===== src/rtl/simexp_pkg.sv =====
package simexp_pkg;

    typedef enum logic [2:0] {
        ST_IDLE,
        ST_ISSUE,
        ST_WAIT,
        ST_ADVANCE,
        ST_FINISH
    } seq_state_e;

    typedef enum logic [1:0] {
        PH_SQUARE,
        PH_MULT,
        PH_SINGLE
    } phase_e;

    typedef struct packed {
        logic [1:0] x;
        logic [1:0] y;
        logic [1:0] dest;
    } mul_cmd_t;

    // slot that holds the running accumulator
    localparam logic [1:0] ACC_SLOT = 2'd3;

endpackage


===== src/rtl/simexp_fifo.sv =====
module simexp_fifo #(
    parameter int W     = 32,
    parameter int DEPTH = 4
) (
    input  logic         clk,
    input  logic         rst,
    input  logic         push,
    input  logic [W-1:0] din,
    input  logic         pop,
    output logic [W-1:0] head,
    output logic         empty,
    output logic         full,
    output logic         nopush
);
    localparam int PTR_W = (DEPTH > 1) ? $clog2(DEPTH) : 1;
    localparam int CNT_W = $clog2(DEPTH + 1);

    typedef struct packed {
        logic [PTR_W-1:0] wr;
        logic [PTR_W-1:0] rd;
        logic [CNT_W-1:0] cnt;
        logic             rej;
    } fifo_regs_t;

    fifo_regs_t f_d, f_q;
    logic [W-1:0] mem_q [DEPTH];
    logic accept, take;

    function automatic logic [PTR_W-1:0] ptr_inc(input logic [PTR_W-1:0] p);
        return (p == PTR_W'(DEPTH - 1)) ? '0 : p + 1'b1;
    endfunction

    assign full   = (f_q.cnt == CNT_W'(DEPTH));
    assign empty  = (f_q.cnt == '0);
    assign head   = mem_q[f_q.rd];
    assign nopush = f_q.rej;
    assign accept = push && !full;
    assign take   = pop && !empty;

    always_comb begin
        f_d     = f_q;
        f_d.rej = push && full;
        if (accept) f_d.wr = ptr_inc(f_q.wr);
        if (take)   f_d.rd = ptr_inc(f_q.rd);
        case ({accept, take})
            2'b10:   f_d.cnt = f_q.cnt + 1'b1;
            2'b01:   f_d.cnt = f_q.cnt - 1'b1;
            default: f_d.cnt = f_q.cnt;
        endcase
    end

    always_ff @(posedge clk) begin
        if (rst) f_q <= '0;
        else     f_q <= f_d;
    end

    always_ff @(posedge clk) begin
        if (accept) mem_q[f_q.wr] <= din;
    end

endmodule


===== src/rtl/simexp_cmd_gen.sv =====
module simexp_cmd_gen
    import simexp_pkg::*;
(
    input  phase_e     phase,
    input  logic [1:0] pair,
    input  mul_cmd_t   single_cmd,
    output mul_cmd_t   cmd,
    output logic       pair_nz
);
    assign pair_nz = |pair;

    always_comb begin
        cmd.x    = ACC_SLOT;
        cmd.y    = ACC_SLOT;
        cmd.dest = ACC_SLOT;
        case (phase)
            PH_SINGLE: cmd   = single_cmd;
            // pair 01 -> slot 0, 10 -> slot 1, 11 -> slot 2
            PH_MULT:   cmd.x = pair - 2'd1;
            default:   ;
        endcase
    end

endmodule


===== src/rtl/simexp_sequencer.sv =====
module simexp_sequencer
    import simexp_pkg::*;
#(
    parameter int WORD_W     = 32,
    parameter int FIFO_DEPTH = 4
) (
    input  logic              clk,
    input  logic              rst,
    input  logic [WORD_W-1:0] fifo_din,
    input  logic              fifo_push,
    output logic              fifo_full,
    output logic              fifo_nopush,
    input  logic              start,
    input  logic              run_auto,
    input  logic [1:0]        x_sel_single,
    input  logic [1:0]        y_sel_single,
    input  logic [1:0]        dest_single,
    output logic              mul_start,
    output logic [1:0]        mul_x,
    output logic [1:0]        mul_y,
    output logic [1:0]        mul_dest,
    input  logic              mul_done,
    output logic              ready
);
    localparam int HALF_W = WORD_W / 2;
    localparam int BIT_W  = $clog2(HALF_W);

    typedef struct packed {
        seq_state_e        st;
        phase_e            ph;
        logic              auto_run;
        logic [HALF_W-1:0] e1_sh;
        logic [HALF_W-1:0] e0_sh;
        logic [BIT_W-1:0]  bits_left;
        mul_cmd_t          single;
        mul_cmd_t          cmd;
        logic              go;
        logic              rdy;
    } seq_regs_t;

    seq_regs_t r_d, r_q;

    logic [WORD_W-1:0] fifo_head;
    logic              fifo_empty;
    logic              fifo_pop;
    logic [1:0]        cur_pair;
    logic              pair_nz;
    mul_cmd_t          next_cmd;
    logic              auto_busy;

    simexp_fifo #(.W(WORD_W), .DEPTH(FIFO_DEPTH)) u_fifo (
        .clk    (clk),
        .rst    (rst),
        .push   (fifo_push),
        .din    (fifo_din),
        .pop    (fifo_pop),
        .head   (fifo_head),
        .empty  (fifo_empty),
        .full   (fifo_full),
        .nopush (fifo_nopush)
    );

    assign cur_pair = {r_q.e1_sh[HALF_W-1], r_q.e0_sh[HALF_W-1]};

    simexp_cmd_gen u_cmd (
        .phase      (r_q.ph),
        .pair       (cur_pair),
        .single_cmd (r_q.single),
        .cmd        (next_cmd),
        .pair_nz    (pair_nz)
    );

    always_comb begin
        r_d      = r_q;
        r_d.go   = 1'b0;
        r_d.rdy  = 1'b0;
        fifo_pop = 1'b0;
        case (r_q.st)
            ST_IDLE: begin
                if (start) begin
                    if (!run_auto) begin
                        r_d.single   = '{x: x_sel_single, y: y_sel_single, dest: dest_single};
                        r_d.ph       = PH_SINGLE;
                        r_d.auto_run = 1'b0;
                        r_d.st       = ST_ISSUE;
                    end else if (fifo_empty) begin
                        r_d.st = ST_FINISH;
                    end else begin
                        r_d.e1_sh     = fifo_head[WORD_W-1:HALF_W];
                        r_d.e0_sh     = fifo_head[HALF_W-1:0];
                        r_d.bits_left = BIT_W'(HALF_W - 1);
                        r_d.ph        = PH_SQUARE;
                        r_d.auto_run  = 1'b1;
                        fifo_pop      = 1'b1;
                        r_d.st        = ST_ISSUE;
                    end
                end
            end
            ST_ISSUE: begin
                r_d.go  = 1'b1;
                r_d.cmd = next_cmd;
                r_d.st  = ST_WAIT;
            end
            ST_WAIT: begin
                if (mul_done) begin
                    if (r_q.ph == PH_SINGLE) begin
                        r_d.st = ST_FINISH;
                    end else if (r_q.ph == PH_SQUARE && pair_nz) begin
                        r_d.ph = PH_MULT;
                        r_d.st = ST_ISSUE;
                    end else begin
                        r_d.st = ST_ADVANCE;
                    end
                end
            end
            ST_ADVANCE: begin
                r_d.ph = PH_SQUARE;
                if (r_q.bits_left != '0) begin
                    r_d.e1_sh     = r_q.e1_sh << 1;
                    r_d.e0_sh     = r_q.e0_sh << 1;
                    r_d.bits_left = r_q.bits_left - 1'b1;
                    r_d.st        = ST_ISSUE;
                end else if (fifo_empty) begin
                    r_d.rdy      = 1'b1;
                    r_d.auto_run = 1'b0;
                    r_d.st       = ST_IDLE;
                end else begin
                    r_d.e1_sh     = fifo_head[WORD_W-1:HALF_W];
                    r_d.e0_sh     = fifo_head[HALF_W-1:0];
                    r_d.bits_left = BIT_W'(HALF_W - 1);
                    fifo_pop      = 1'b1;
                    r_d.st        = ST_ISSUE;
                end
            end
            ST_FINISH: begin
                r_d.rdy = 1'b1;
                r_d.st  = ST_IDLE;
            end
            default: r_d.st = ST_IDLE;
        endcase
    end

    always_ff @(posedge clk) begin
        if (rst) begin
            r_q    <= '0;
            r_q.st <= ST_IDLE;
            r_q.ph <= PH_SQUARE;
        end else begin
            r_q <= r_d;
        end
    end

    assign mul_start = r_q.go;
    assign mul_x     = r_q.cmd.x;
    assign mul_y     = r_q.cmd.y;
    assign mul_dest  = r_q.cmd.dest;
    assign ready     = r_q.rdy;
    assign auto_busy = r_q.auto_run;

endmodule


===== config.mk =====
export PLATFORM = sky130hd
export DESIGN_NAME = simexp_sequencer
export DESIGN_NICKNAME = d
export VERILOG_FILES = /design/src/rtl/simexp_pkg.sv /design/src/rtl/simexp_fifo.sv /design/src/rtl/simexp_cmd_gen.sv /design/src/rtl/simexp_sequencer.sv
export SDC_FILE = /design/constraint.sdc
export NUM_CORES = 1
export LEC_CHECK = 0
export ABC_AREA = 1
export BUFFER_PORTS_ARGS = -buffer_cell sky130_fd_sc_hd__buf_2
export CAP_MARGIN = 0
export CORE_MARGIN = 2
export CORE_UTILIZATION = 50
export DETAILED_ROUTE_END_ITERATION = 8
export GPL_ROUTABILITY_DRIVEN = 0
export PLACE_DENSITY = 0.7
export SKIP_CTS_REPAIR_TIMING = 1
export SYNTH_ARGS = -nofsm -noshare
export SYNTH_HDL_FRONTEND = slang
export SYNTH_SLANG_ARGS = --single-unit

===== constraint.sdc =====
create_clock -name clk -period 2.6 [get_ports clk]
set_clock_uncertainty 0.05 [all_clocks]
set_input_delay 0.52 -clock clk [delete_from_list [all_inputs] [get_ports clk]]
set_output_delay 0.52 -clock clk [all_outputs]
set_load 0.02 [all_outputs]

==> results by group, run 1 <==
Place
  • PortBufs: 53
  • Dpl hpwl: 9660 um
  • Inst Count DP: 1133
  • Placed Area: 0.00883 mm^2

Setup path
  • Crit-path slowest cell: fa_1
  • Crit path cell chain: inv_1 > ha_1 > nand2_1 > nor2_4 > nand2_1 > nand2_1 > ha_1 > inv_1 > fa_1 > a21oi_1 > o21ai_0 > o21ai_0 > a21oi_1
  • WP data arrival: 2.58 ns
  • Critical path capture point type: flip-flop
  • R2R cell count: 13
  • CP Data Required Time: 2.87 ns
  • Worst setup SP type: flip-flop
  • Most frequent CP cell: nand2_1
  • Critical path class: reg2reg
  • Slowest stage delay, CP: 0.39 ns
  • Worst-path fanout max: 4

Floorplan
  • DIE AREA: 0.0178 mm^2
  • Chip height: 134 um
  • Std-Cell Rows: 47
  • Starting density of the core: 0.509
  • Core Area: 0.0165 mm^2
  • Die Wd: 134 um
  • I/O pin cnt: 54

Logic synthesis
  • Syn Area/Cell: 9.39 um^2
  • Sequential-to-total area share from yosys stat: 0.613
  • Synth area leaders: edfxtp_1 (46%), dfxtp_1 (16%), nand2_1 (6.4%)
  • Syn. warnings: 0
  • FF+latch count, synth: 193
  • Post-Syn Area: 0.00839 mm^2
  • Most frequent cell after synthesis: nand2_1
  • Synth Net Count: 950
  • Post-synth top flop: edfxtp_1
  • Top cell type by total area after synthesis: edfxtp_1
  • Post-synth EDFFs: 128
  • Synth unique cells: 33
  • Most instantiated cells after synthesis: nand2_1 (144), edfxtp_1 (128), inv_1 (123), nor2_1 (112), a21oi_1 (78)
  • Asr flop ratio synth: 0
  • Cells after synthesis: 893
  • Post-synth top area share: 0.458

Worst hold path
  • Hold depth: 1
  • Hold Path Class: in2reg

Final layout
  • Proportion of layout cells with a drive suffix above 1: 0.128
  • Finished Layout Cells: 1166
  • Sequential Area: 0.00515 mm^2
  • Ant diodes: 0
  • Fillers: 1438
  • Fin area: 0.00949 mm^2
  • Area Growth Syn to Fin: 13.1%
  • Area of the multi-input gates: 0.00251 mm^2
  • Final nets: 990

Power
  • Cell-internal power: 5630 uW
  • Sw Ratio: 0.260
  • Power per cell area: 802 mW/mm^2
  • Logic pwr share: 0.142
  • P_sw: 1980 uW
  • Clock power share: 0.376
  • Leakage: 0.00405 uW
  • Sequential share of power: 0.481
  • Peak supply drop: 0.552 mV

Detailed routing
  • Via count: 5854
  • Initial DRT Pass Iterations: 5
  • Initial DRC count: 449
  • Drt drc: 0
  • Post-route ant nets: 0
  • Avg WL per Cell: 14.1 um
  • Vias per Instance: 5.02
  • Drt total wl: 16500 um

Global routing
  • First-pass GRT wire length: 26900 um
  • Largest net degree at the start of global routing: 61
  • Initial antenna violation count: 0
  • Number of global-route vias before repair: 5552
  • Global route total overflow: 0
  • Overall global routing resource usage: 0.194

Clock tree
  • CTS tree: yes
  • H-tree depth: 4
  • Worst-Skew Late Latency: 0.43 ns
  • Sink Count: 193
  • Clk Tree Root Cell: clkbuf_16
  • Clock Tree Buf Depth: 2
  • Clock-pin slew on the worst setup and hold paths: 0.07 ns
  • CTS buffer count: 17

Run
  • MaxCap Viol Count: 0

STA
  • Tcrit/Tclk final: 0.887
  • Min Hold Slack: 0.247 ns
  • Crit path time final: 2.31 ns
  • Worst-Margin Slew: 0.583 ns
  • FMAX: 0.434 GHz
  • Endpoints failing setup: 0
  • Slew Viols, Final: 0
  • Final Hold Fails: 0
  • RSZ-0062 raised after global routing: no
  • Setup TNS Final: 0 ns
  • Max-slew headroom: 0.612

Outcome
  • Status: finished, final reports clean
==> sequential cells by signal (all words and copies together), names as in the netlist, named ones only <==
signal and count:
u_fifo.mem_q 128, mul_x 2, cur_pair 2, mul_y 2, r_q 45, u_fifo.nopush 1, u_fifo.f_q 7, mul_dest 2
ready 1, mul_start 1
==> worst max-delay path, delay by kind of cell (launching register included) <==
family / cells / cell delay (ns)
AOI/OAI and AO/OA: 4 / 0.46
DFF: 1 / 0.30
adders and majority gates: 3 / 0.73
and+or+nand+nor: 4 / 0.47
buffers and inverters: 2 / 0.18
==> kinds of logic after synthesis <==
group | Yosys count | share of synthesized area
AOI/OAI and AO/OA | 169 | 0.106
xor gates and xnor gates | 1 | 0.00104
adders and majority gates | 13 | 0.0203
buffers and inverters | 176 | 0.0886
DFF | 193 | 0.613
and+or+nand+nor | 341 | 0.170
==> layout make-up <==
cell class	instances	share of cell area
Tap cell	220	0.0290
Clock buffer	20	0.0471
Inverter	126	0.0499
Timing Repair Buffer	71	0.0448
Sequential cell	193	0.543
Multi-Input combinational cell	524	0.265
Clock inverter	12	0.0214
==> layout by cell type (no fill, tap or decap), types with 2 or more instances in the layout <==
cell	netlist	final
clkbuf_1	24	2
buf_12	0	2
inv_2	3	3
clkinv_2	0	2
nor2_2	1	6
bufinv_16	0	5
nand2_1	144	144
ha_1	12	12
edfxtp_1	128	128
inv_6	0	4
o21bai_1	4	4
dfxtp_1	65	63
buf_2	9	53
nor2_4	2	2
o21ai_0	76	76
clkbuf_16	0	17
o211ai_1	4	4
nand3b_1	2	2
nand4_1	4	4
o21ai_2	2	2
inv_1	123	123
nor2_1	112	107
buf_4	9	16
nand3_1	71	71
nand2_2	2	2
a21oi_1	78	78
==> stage by stage <==
step	utilization	setup slack (ns)	total power, uW
global route	0.576	0.0182	7960
detailed placement	0.536	0.230	4800
CTS	0.575	0.242	7650
finish	0.576	0.294	7610
floorplan	-	0.0710	4520
global placement	0.536	0.293	4770
==> layer usage <==
layer / routed length [um] / vias up / track usage
met1: 7450 / 2713 / 0.249
met3: 702 / 18 / 0.0449
met5: 0 / - / 0
met2: 8050 / 117 / 0.325
li1: - / 3006 / -
met4: 269 / 0 / 0.0674
==> final timing paths <==
kind / startpoint / to / slack [ns]
hold reg to reg: u_fifo.f_q[1]$_SDFFE_PP0P_ / u_fifo.f_q[1]$_SDFFE_PP0P_ / 0.41
setup reg to reg: r_q[14]$_SDFFE_PP0P_ / u_fifo.f_q[3]$_SDFFE_PP0P_ / 0.29
setup / recovery: r_q[14]$_SDFFE_PP0P_ / u_fifo.f_q[3]$_SDFFE_PP0P_ / 0.29
hold / removal: fifo_din[8] / u_fifo.mem_q[1][8]$_DFFE_PP_ / 0.25
==> power groups by stage <==
stage / clock network [uW] / logic (uW) / registers (uW)
floorplan: 0 / 845 / 3680
global placement: 0 / 1050 / 3720
detailed placement: 0 / 1080 / 3720
CTS: 2900 / 1090 / 3660
global route: 3030 / 1250 / 3680
finish: 2860 / 1080 / 3660
Power figures use the tool's default switching activity.
==> inputs of run 2 (changes only) <==
- CORE_UTILIZATION: 50 -> 54
- PLACE_DENSITY: 0.7 -> 0.75
- SKIP_LAST_GASP: not set -> 1
==> run 2 against run 1 <==
Against the previous run:
- die area decreased by 7.2%
- critical path type unchanged
- count of clock-buffer cells in the layout up 4
- combinational power about the same
- flip-flop and latch count unchanged
- first-iteration DRC count up 0.45%
- sequential power is essentially flat
==> results by group, run 2 (same netlist as run 1, synthesis figures left out) <==
Setup path
  • CP Data Required Time: 2.86 ns
  • Critical path class: reg2reg
  • Reg2Reg Setup Slack: 0.28 ns
  • WP data arrival: 2.59 ns
  • Crit Reg-Reg Endpoint: u_fifo.f_q[3]$_SDFFE_PP0P_
  • Worst setup SP type: flip-flop
  • R2R cell count: 12
  • Critical path capture point type: flip-flop
  • Worst-path fanout max: 7
  • RR Startpoint: r_q[53]$_SDFFE_PP0P_

STA
  • RSZ-0062 raised after global routing: no
  • Crit path time final: 2.32 ns
  • Worst-Margin Slew: 0.530 ns
  • Endpoints failing setup: 0
  • Tcrit/Tclk final: 0.894
  • Slew Viols, Final: 0
  • Setup TNS Final: 0 ns
  • FMAX: 0.430 GHz
  • Max-slew headroom: 0.647
  • Final Hold Fails: 0

Clock tree
  • H-tree depth: 4
  • Worst-Skew Late Latency: 0.43 ns
  • CTS tree: yes
  • Clock Tree Buf Depth: 2
  • Sink Count: 193
  • Clk Tree Root Cell: clkbuf_16
  • CTS buffer count: 17
  • Clock-pin slew on the worst setup and hold paths: 0.07 ns

Final layout
  • Final nets: 988
  • Max FFs per register: 128
  • Area Growth Syn to Fin: 11.8%
  • Finished Layout Cells: 1132
  • Commonest cells after routing, fill and taps aside: nand2_1 (144), edfxtp_1 (128), inv_1 (124)
  • Most flops, register: u_fifo.mem_q
  • Commonest non-fill, non-tap cell in the layout: nand2_1
  • Proportion of layout cells with a drive suffix above 1: 0.122
  • Ant diodes: 0
  • Biggest regs: u_fifo.mem_q (128), r_q (45), u_fifo.f_q (7)

Floorplan
  • DIE AREA: 0.0165 mm^2
  • Core Area: 0.0152 mm^2
  • Chip height: 129 um
  • I/O pin cnt: 54
  • Starting density of the core: 0.552
  • Std-Cell Rows: 45
  • Die Wd: 129 um

Worst hold path
  • Hold Path Class: in2reg
  • Worst Hold Path EP: u_fifo.mem_q[0][27]$_DFFE_PP_
  • Hold depth: 1
  • Min-delay src: fifo_din[27]

Detailed routing
  • Drt total wl: 16300 um
  • Vias per Instance: 5.23
  • Via count: 5918
  • Post-route ant nets: 0
  • Initial DRC count: 451
  • Avg WL per Cell: 14.4 um
  • Initial DRT Pass Iterations: 5
  • Drt drc: 0

Global routing
  • Initial antenna violation count: 0
  • Global route total overflow: 0
  • Largest net degree at the start of global routing: 92
  • First-pass GRT wire length: 26600 um
  • Number of global-route vias before repair: 5549
  • Overall global routing resource usage: 0.208

Power
  • Peak supply drop: 0.499 mV
  • P_sw: 1940 uW
  • Leakage: 0.00402 uW
  • Clock power share: 0.348
  • Cell-internal power: 5340 uW
  • Sw Ratio: 0.267
  • Logic pwr share: 0.150
  • Sequential share of power: 0.502
  • Power per cell area: 776 mW/mm^2

Place
  • Inst Count DP: 1100
  • Dpl hpwl: 9420 um
  • PortBufs: 53

Outcome
  • Status: finished, final reports clean

Run
  • MaxCap Viol Count: 0
[run 2: layer usage]
layer  vias to the layer above  track usage  routed length [um]
met4                         0       0.0818                 273
met2                       146        0.346                7960
met1                      2748        0.271                7310
li1                       3003            -                   -
met3                        21       0.0412                 781
met5                         -            0                   0
[run 2: power groups by stage]
stage                     combinational (uW)  clock [uW]  sequential (uW)
after floorplan                          845           0             3680
after global placement                  1060           0             3710
after detailed placement                1090           0             3710
after CTS                               1100        2560             3650
after global routing                    1260        2680             3670
final                                   1090        2530             3650
[run 2: final cells by class]
type	instances	area [um^2]
clock buffers	24	537
clock inverters	8	50.0
fillers	1265	5820
inverters	126	473
multi-input cells	524	2510
flip-flops and latches	193	5150
well taps	188	235
repair buffers	69	423
[run 2: worst max-delay path, stage by stage (launching register included)]
cell	delay (ns)
dfxtp_1	0.40
nor2_4	0.19
nand2_2	0.10
nor2_1	0.17
nand3_1	0.12
nand2_1	0.14
ha_1	0.16
inv_1	0.06
fa_1	0.37
a21oi_1	0.14
o21ai_0	0.11
o21ai_0	0.16
a21oi_1	0.05
[run 2: stage by stage]
step / hold slack (ns) / worst slack, ns / total power, uW / utilization / instance area [um^2]
6_report: 0.252 / 0.277 / 7280 / 0.617 / 9380
5_1_grt: 0.246 / 0.0451 / 7620 / 0.617 / 9380
4_1_cts: 0.238 / 0.279 / 7310 / 0.617 / 9380
3_5_place_dp: 0.396 / 0.255 / 4800 / 0.578 / 8790
3_3_place_gp: 0.388 / 0.255 / 4770 / 0.578 / 8790
2_1_floorplan: 0.372 / 0.0710 / 4520 / - / 8390
[run 2: how the worst max path moves through the flow]
stage,startpoint,to,slack (ns),cells past startpoint
4_1_cts,r_q[53]$_SDFFE_PP0P_,u_fifo.f_q[3]$_SDFFE_PP0P_,0.28,12
3_5_place_dp,start,u_fifo.f_q[3]$_SDFFE_PP0P_,0.25,12
2_1_floorplan,u_fifo.f_q[1]$_SDFFE_PP0P_,u_fifo.mem_q[0][0]$_DFFE_PP_,0.07,4
6_report,r_q[53]$_SDFFE_PP0P_,u_fifo.f_q[3]$_SDFFE_PP0P_,0.28,12
3_3_place_gp,start,u_fifo.f_q[3]$_SDFFE_PP0P_,0.26,12
5_1_grt,r_q[53]$_SDFFE_PP0P_,u_fifo.f_q[3]$_SDFFE_PP0P_,0.05,12
==> inputs of run 3 (changes only) <==
- CORE_UTILIZATION: 54 -> 61
- CTS_BUF_LIST: not set -> sky130_fd_sc_hd__clkbuf_8
- PLACE_DENSITY: 0.75 -> 0.8
- clock period: 2.6 -> 2.7 ns (I/O delays scaled with it)
==> run 3 against run 2 <==
Against the previous run:
- register-to-register slack better by 0.05 ns
- count of clock-buffer cells in the layout is 7 lower
- final area is 2.1% lower
- sequential share of layout area is 1.2 points higher
- highest routed layer unchanged
- largest power group unchanged
==> results by group, run 3 (same netlist as run 1, synthesis figures left out) <==
Final layout
  • Biggest regs: u_fifo.mem_q (128), r_q (45), u_fifo.f_q (7)
  • Area Growth Syn to Fin: 9.47%
  • Commonest cells after routing, fill and taps aside: nand2_1 (144), edfxtp_1 (128), inv_1 (123)
  • Max FFs per register: 128
  • Proportion of layout cells with a drive suffix above 1: 0.123
  • Commonest non-fill, non-tap cell in the layout: nand2_1
  • Final nets: 986
  • Ant diodes: 0
  • Most flops, register: u_fifo.mem_q

Setup path
  • WP data arrival: 2.68 ns
  • Crit path cell chain: nor2_4 > nand2_2 > nor2_1 > nand3_1 > nand2_1 > ha_1 > inv_1 > fa_1 > a21oi_1 > o21ai_0 > o21ai_0 > a21oi_1
  • Crit-path slowest cell: dfxtp_1
  • Worst setup SP type: flip-flop
  • R2R cell count: 12
  • Crit Reg-Reg Endpoint: u_fifo.f_q[3]$_SDFFE_PP0P_
  • Critical path class: reg2reg
  • Worst-path fanout max: 7
  • Delay-heaviest family, CP: simple AND/OR/NAND/NOR gates
  • Crit path buffers/inverters: 1
  • Reg2Reg Setup Slack: 0.33 ns
  • CP Data Required Time: 3.01 ns
  • RR Startpoint: r_q[53]$_SDFFE_PP0P_
  • Slowest stage delay, CP: 0.42 ns
  • Critical path capture point type: flip-flop

STA
  • Slew Viols, Final: 0
  • Tcrit/Tclk final: 0.878
  • Endpoints failing setup: 0
  • Worst-Margin Slew: 0.655 ns
  • Setup TNS Final: 0 ns
  • Crit path time final: 2.37 ns
  • FMAX: 0.422 GHz
  • RSZ-0062 raised after global routing: no
  • Max-slew headroom: 0.563
  • Final Hold Fails: 0
  • Setup ws final: 0.329 ns

Power
  • Leakage: 0.00392 uW
  • Power per cell area: 694 mW/mm^2
  • Peak supply drop: 0.683 mV

Global routing
  • Global route total overflow: 0
  • Overall global routing resource usage: 0.240
  • Number of global-route vias before repair: 5688
  • Largest net degree at the start of global routing: 72
  • First-pass GRT wire length: 27100 um
  • Initial antenna violation count: 0

Detailed routing
  • Initial DRT Pass Iterations: 5
  • Post-route ant nets: 0
  • Vias per Instance: 5.32
  • Drt total wl: 16500 um
  • Initial DRC count: 515
  • Drt drc: 0
  • Avg WL per Cell: 14.7 um
  • Via count: 5952

Place
  • Dpl hpwl: 9730 um
  • DP Worst Slack: 0.319 ns
  • PortBufs: 53

Floorplan
  • Chip height: 121 um
  • DIE AREA: 0.0147 mm^2
  • Starting density of the core: 0.629
  • Std-Cell Rows: 42
  • I/O pin cnt: 54
  • Core Area: 0.0133 mm^2
  • Die Wd: 121 um

Clock tree
  • H-tree depth: 4
  • Worst-Skew Late Latency: 0.48 ns
  • Clock-pin slew on the worst setup and hold paths: 0.10 ns
  • CTS buffer count: 17
  • Clk Tree Root Cell: clkbuf_8
  • CTS tree: yes
  • Sink Count: 193
  • Clock Tree Buf Depth: 2

Worst hold path
  • Min-delay src: fifo_din[0]
  • Hold depth: 1
  • Worst Hold Path EP: u_fifo.mem_q[2][0]$_DFFE_PP_
  • Hold Path Class: in2reg

Outcome
  • Status: finished, final reports clean

Run
  • MaxCap Viol Count: 0
==> run 3: report_power, final <==
part           switching, uW  internal, uW
logic                    712           352
clock network           1100           682
registers                132          3390
total                   1940          4430
==> run 3: stage by stage <==
stage,utilization,cell area (um^2),hold WS (ns),total power (uW),std cells
final,0.688,9180,0.221,6370,1118
after global placement,0.660,8810,0.386,4610,1086
after detailed placement,0.660,8810,0.396,4640,1086
after CTS,0.688,9180,0.203,6380,1118
after global routing,0.688,9180,0.195,6680,1118
after floorplan,-,8390,0.372,4360,893
==> run 3: worst max-delay path by stage <==
| stage | from | to | slack (ns) | cells past startpoint |
|---|---|---|---|---|
| 4_1_cts | r_q[53]$_SDFFE_PP0P_ | u_fifo.f_q[3]$_SDFFE_PP0P_ | 0.34 | 12 |
| 3_5_place_dp | start | u_fifo.f_q[3]$_SDFFE_PP0P_ | 0.32 | 12 |
| 5_1_grt | r_q[53]$_SDFFE_PP0P_ | u_fifo.f_q[3]$_SDFFE_PP0P_ | 0.03 | 12 |
| 3_3_place_gp | start | u_fifo.f_q[3]$_SDFFE_PP0P_ | 0.36 | 12 |
| 2_1_floorplan | fifo_push | u_fifo.mem_q[0][0]$_DFFE_PP_ | 0.16 | 2 |
| 6_report | r_q[53]$_SDFFE_PP0P_ | u_fifo.f_q[3]$_SDFFE_PP0P_ | 0.33 | 12 |
==> run 3: area by class of cell <==
class | count | area [um^2]
clock buffers | 17 | 234
flip-flops and latches | 193 | 5150
clock inverters | 15 | 144
repair buffers | 67 | 433
fillers | 1026 | 4160
multi-input cells | 524 | 2530
inverters | 126 | 473
well taps | 176 | 220
==> run 3: worst register-to-register path, cell delays in order, from the launching register on <==
cell     delay [ns]
dfxtp_1        0.42
nor2_4         0.19
nand2_2        0.10
nor2_1         0.18
nand3_1        0.12
nand2_1        0.16
ha_1           0.17
inv_1          0.06
fa_1           0.37
a21oi_1        0.14
o21ai_0        0.11
o21ai_0        0.15
a21oi_1        0.05
==> run 3: metal layers <==
| layer | track usage | vias to the layer above | routed length (um) |
|---|---|---|---|
| met5 | 0 | - | 0 |
| met2 | 0.406 | 175 | 8120 |
| met3 | 0.0555 | 20 | 959 |
| met4 | 0.0740 | 0 | 216 |
| met1 | 0.308 | 2761 | 7170 |
| li1 | - | 2996 | - |
